File: config.mk
export PLATFORM = sky130hd
export DESIGN_NAME = chip_reset_hub
export DESIGN_NICKNAME = d
export VERILOG_FILES = /design/src/rtl/chip_reset_pkg.sv /design/src/rtl/crh_pin_sync.sv /design/src/rtl/crh_stretch.sv /design/src/rtl/crh_state.sv /design/src/rtl/chip_reset_hub.sv
export SDC_FILE = /design/constraint.sdc
export NUM_CORES = 1
export LEC_CHECK = 0
export BUFFER_PORTS_ARGS = -buffer_cell sky130_fd_sc_hd__buf_2
export CAP_MARGIN = 40
export CORE_AREA = 2 2 49 51
export CTS_CLUSTER_DIAMETER = 150
export DETAILED_ROUTE_END_ITERATION = 7
export DIE_AREA = 0 0 51 53
export SKIP_LAST_GASP = 1
export SYNTH_ARGS = -nofsm -noshare
export SYNTH_HDL_FRONTEND = slang
export SYNTH_SLANG_ARGS = --single-unit
export TNS_END_PERCENT = 10
File: constraint.sdc
create_clock -name clk_i -period 2.8 [get_ports clk_i]
set_input_delay 0.14 -clock clk_i [delete_from_list [all_inputs] [get_ports clk_i]]
set_output_delay 0.14 -clock clk_i [all_outputs]
set_load 0.02 [all_outputs]
File: src/rtl/chip_reset_pkg.sv
package chip_reset_pkg;

    localparam int CAUSE_W = 4;

    typedef struct packed {
        logic sw;
        logic wdt;
        logic pin;
        logic por;
    } rst_cause_t;

    localparam rst_cause_t CAUSE_POWER_ON = '{sw: 1'b0, wdt: 1'b0, pin: 1'b0, por: 1'b1};

    function automatic rst_cause_t make_cause(input logic pin, input logic wdt, input logic sw);
        rst_cause_t c;
        c.sw  = sw;
        c.wdt = wdt;
        c.pin = pin;
        c.por = 1'b0;
        return c;
    endfunction

    function automatic logic any_sync_src(input logic pin, input logic wdt, input logic sw);
        return pin | wdt | sw;
    endfunction

endpackage

File: src/rtl/crh_pin_sync.sv
module crh_pin_sync #(
    parameter int   STAGES  = 2,
    parameter logic RST_VAL = 1'b1
) (
    input  logic clk_i,
    input  logic arst_i,
    input  logic d_i,
    output logic q_o
);
    logic [STAGES-1:0] chain;

    generate
        for (genvar i = 0; i < STAGES; i++) begin : g_stage
            if (i == 0) begin : g_first
                always_ff @(posedge clk_i or posedge arst_i) begin
                    if (arst_i) chain[0] <= RST_VAL;
                    else        chain[0] <= d_i;
                end
            end else begin : g_next
                always_ff @(posedge clk_i or posedge arst_i) begin
                    if (arst_i) chain[i] <= RST_VAL;
                    else        chain[i] <= chain[i-1];
                end
            end
        end
    endgenerate

    assign q_o = chain[STAGES-1];
endmodule

File: src/rtl/crh_stretch.sv
module crh_stretch #(
    parameter int CYCLES = 16
) (
    input  logic clk_i,
    input  logic arst_i,
    input  logic req_i,
    output logic rst_o
);
    localparam int CW = $clog2(CYCLES + 1);
    localparam logic [CW-1:0] LAST    = CW'(CYCLES);
    localparam logic [CW-1:0] PREV    = CW'(CYCLES - 1);

    logic [CW-1:0] cnt;

    always_ff @(posedge clk_i or posedge arst_i) begin
        if (arst_i) begin
            cnt   <= '0;
            rst_o <= 1'b1;
        end else if (req_i) begin
            cnt   <= '0;
            rst_o <= 1'b1;
        end else if (cnt != LAST) begin
            cnt   <= cnt + 1'b1;
            rst_o <= (cnt != PREV);
        end
    end
endmodule

File: src/rtl/crh_state.sv
module crh_state
    import chip_reset_pkg::*;
(
    input  logic       clk_i,
    input  logic       por_i,
    input  logic       rst_now_i,
    input  logic       pin_req_i,
    input  logic       wdt_req_i,
    input  logic       sw_set_i,
    input  logic       lp_set_i,
    output logic       sw_bit_o,
    output logic       lp_o,
    output rst_cause_t cause_o
);
    always_ff @(posedge clk_i or posedge por_i) begin
        if (por_i)          sw_bit_o <= 1'b0;
        else if (rst_now_i) sw_bit_o <= 1'b0;
        else if (sw_set_i)  sw_bit_o <= 1'b1;
    end

    always_ff @(posedge clk_i or posedge por_i) begin
        if (por_i)         lp_o <= 1'b0;
        else if (lp_set_i) lp_o <= 1'b1;
    end

    always_ff @(posedge clk_i or posedge por_i) begin
        if (por_i)
            cause_o <= CAUSE_POWER_ON;
        else if (!rst_now_i && any_sync_src(pin_req_i, wdt_req_i, sw_bit_o))
            cause_o <= make_cause(pin_req_i, wdt_req_i, sw_bit_o);
    end
endmodule

File: src/rtl/chip_reset_hub.sv
module chip_reset_hub
    import chip_reset_pkg::*;
#(
    parameter int STRETCH_CYCLES = 16,
    parameter int SYNC_STAGES    = 2
) (
    input  logic               clk_i,
    input  logic               por_i,
    input  logic               pmon_rst_i,
    input  logic               cfg_pin_gpio_i,
    input  logic               cfg_wdt_en_i,
    input  logic               ext_pin_i,
    input  logic               wdt_timeout_i,
    input  logic               sw_rst_set_i,
    input  logic               lp_set_i,
    output logic               chip_rst_o,
    output logic               pin_data_o,
    output logic               sw_rst_bit_o,
    output logic               lp_mem_o,
    output logic [CAUSE_W-1:0] cause_o
);
    logic       pin_sync;
    logic       pin_req;
    logic       wdt_req;
    logic       any_req;
    logic       hard_rst;
    rst_cause_t cause_q;

    crh_pin_sync #(.STAGES(SYNC_STAGES), .RST_VAL(1'b1)) u_sync (
        .clk_i  (clk_i),
        .arst_i (por_i),
        .d_i    (ext_pin_i),
        .q_o    (pin_sync)
    );

    assign pin_req    = !cfg_pin_gpio_i && !pin_sync;
    assign wdt_req    = wdt_timeout_i && cfg_wdt_en_i;
    assign any_req    = pmon_rst_i | pin_req | wdt_req | sw_rst_bit_o;
    assign hard_rst   = por_i | pmon_rst_i;
    assign pin_data_o = cfg_pin_gpio_i ? pin_sync : 1'b1;

    crh_stretch #(.CYCLES(STRETCH_CYCLES)) u_stretch (
        .clk_i  (clk_i),
        .arst_i (hard_rst),
        .req_i  (any_req),
        .rst_o  (chip_rst_o)
    );

    crh_state u_state (
        .clk_i     (clk_i),
        .por_i     (por_i),
        .rst_now_i (chip_rst_o),
        .pin_req_i (pin_req),
        .wdt_req_i (wdt_req),
        .sw_set_i  (sw_rst_set_i),
        .lp_set_i  (lp_set_i),
        .sw_bit_o  (sw_rst_bit_o),
        .lp_o      (lp_mem_o),
        .cause_o   (cause_q)
    );

    assign cause_o = cause_q;
endmodule

==> impl_metrics.csv <==
group,metric,value,unit
yosys,synth_warnings,0,
clock_tree,clk_transition_reported_paths,0.09,ns
setup_path,critical_path.startpoint_type,"flop",
sta,setup_ws,0.971,ns
setup_path,critPathCaptureType,"flop",
setup_path,path_max_fanout,4,
drt,viasPerCell,4.41,
drt,drtAntennaViolNets,0,
clock_tree,cts-root-buf,"clkbuf_4",
drt,drt_iter0_markers,4,
global_routing,gr-usage-all-layers,10.5,%
global_routing,grt_pass1_wl,1960,um
global_routing,antenna_found_initial,0,
yosys,ys_dominant_reg_cell,"dfrtp_1",
setup_path,cp.required,2.96,ns
sta,fmax,0.547,GHz
global_routing,grt_max_degree,11,
sta,tightest_slew,0.660,ns
clock_tree,cts_resized,0,
setup_path,worstPathArrival,1.99,ns
setup_path,critPathTopFamily,"simple AND/OR/NAND/NOR gates",
placed_design,pre_cts_slack,1.01,ns
clock_tree,clock_sinks,14,
placed_design,gp_congestion,0.682,
yosys,synthTopCellsByArea,"dfrtp_1, dfstp_2, ha_1",
power,p_leak,0.366,nW
floorplan,die_y,53,um
drt,drt_wl_total,1120,um
yosys,synth_cell_types,28,
clock_tree,cts_tree,"yes",
sta,finalClockSkew,0.00794,ns
clock_tree,htreeDepth,1,
layout,layout_commonest_cell,"buf_2",
yosys,yosysSeqAreaShare,55.8,%
yosys,synth-async-reset-ratio,100,%
layout,drive_gt1_share,33.8,%
global_routing,grt-ovfl-total,0,
power,power_density,479,mW/mm^2
power,ir_drop,0.176,mV
floorplan,core_area,0.00215,mm^2
placed_design,dpl.hpwl,887,um
run_status,status,"finished, final reports clean",
layout,final_nets,93,
clock_tree,cts_buffer_depth,2,
clock_tree,clk-insertion-delay-late,0.28,ns
global_routing,grt_pass1_vias,456,
layout,syn_to_final_growth,28.3,%
floorplan,dieArea,0.00270,mm^2
floorplan,chipWidth,51,um
drt,drc,0,
setup_path,max_stage_delay,0.59,ns
sta,slew_viol_final,0,
power,power,0.391,mW
yosys,syn_area,637,um^2
sta,setup_viol,0,
yosys,netlist_instances,58,
floorplan,start_util,29.6,%
drt,firstDrtPassIters,2,
sta,hold_violations,0,
yosys,ys_ff_latch,14,
clock_tree,cts_inserted_buffers,3,
drt,num_vias,476,
setup_path,crit_buf_inv,2,
hold_path,hold_path_class,"in2reg",
floorplan,rows,17,
sta,period_needed,1.83,ns
setup_path,cp_cell_sequence,"inv_1 > ha_1 > nor4bb_1 > buf_4 > mux2i_1 > nor2_1",
sta,fin_setup_tns,0,ns
sta,grt_setup_unrepaired,"no",
yosys,avgSynthCellArea,11.0,um^2
yosys,yosysTopAreaCellShare,39.3,%
layout,layout_common_cells,"buf_2, dfrtp_1, inv_1, nor2_1, dfstp_2",
job,drv_cap,0,
yosys,synth_edf_count,0,
yosys,synth_largest_area_cell,"dfrtp_1",
yosys,syn_nets,70,
drt,wl_per_cell,10.4,um
sta,max_slew_margin,55.4,%
setup_path,criticalPathCategory,"reg2reg",
floorplan,io_pins,17,
setup_path,slowest_stage,"nor4bb_1",
placed_design,io_buffers,16,
sta,fin_crit_sh,65.3,%
layout,antenna_cells,0,
-- per-layer routing --
metal | share of wire [%] | wire length [um] | vias to the layer above | GRT usage (%)
li1 | - | - | 238 | -
met1 | 47 | 530 | 217 | 12.3
met2 | 43 | 485 | 17 | 15.8
met3 | 5.5 | 62 | 4 | 1.69
met4 | 3.8 | 43 | 0 | 10.8
met5 | 0 | 0 | - | 0
-- logic make-up after synthesis --
group	Yosys count	share of synthesized area, %
flip-flops	14	55.8
XOR/XNOR	3	4.13
AO/OA/AOI/OAI	12	13.2
AND/OR/NAND/NOR	15	12.4
buffers and inverters	9	5.50
adder cells (fa/ha/maj)	3	5.89
multiplexers	2	3.14
-- worst reg2reg max path, delay by kind of cell, from the launching register on --
kind,cells,cell delay [ns]
fa+ha+maj,1,0.14
flops,1,0.40
mux,1,0.18
simple gates,2,0.65
buf+inv,2,0.34
-- layout make-up --
class	count	area (um^2)
clock buffers	4	36.3
fillers	217	1330
inverters	7	26.3
multi-input cells	35	246
flip-flops and latches	14	355
well taps	28	35.0
repair buffers	20	118
-- worst paths after layout --
check	startpoint	to	slack (ns)	cells past startpoint
setup / recovery	u_stretch.cnt[0]	u_stretch.cnt[1]	0.97	6
hold / removal	lp_set_i	u_state.lp_o	0.05	2
setup reg to reg	u_stretch.cnt[0]	u_stretch.cnt[1]	0.97	6
hold reg to reg	u_sync.chain[0]	u_sync.q_o	0.36	0
max in group asynchronous	por_i	u_stretch.rst_o	1.97	3
min in group asynchronous	por_i	u_state.cause_o[2]	0.37	3
-- flip-flops by register name, indices dropped and copies added (netlist names) --
register          count
u_state.cause_o       4
u_state.lp_o          1
u_state.sw_bit_o      1
u_stretch.cnt         5
u_stretch.rst_o       1
u_sync.chain          1
u_sync.q_o            1
-- metrics by stage --
step,utilization (%),hold slack [ns],instances,instance area [um^2]
finish,38.0,0.0542,108,817
global route,38.0,0.0436,108,817
CTS,38.0,0.0406,108,817
detailed placement,34.9,0.107,101,751
global placement,34.9,0.108,101,751
floorplan,-,-0.0465,58,637
-- synthesized netlist by cell type, types with 2 or more instances --
master    instances
inv_1             6
dfstp_2           4
ha_1              3
o21ai_0           3
xnor2_1           2
dfrtp_1          10
nor3_1            2
a21oi_1           2
nand2b_1          2
mux2i_1           2
nor2_1            5
-- timing repair --
item,in CTS,in global routing
hold buffers,3,0
hold endpoints to repair,11,0
setup buffers,0,0
-- power by group --
part           switching, mW  internal (mW)
clock                 0.0650         0.0790
sequential           0.00352          0.208
combinational         0.0189         0.0166
total                 0.0874          0.304
Note: power is estimated with default switching activity, not from simulation.
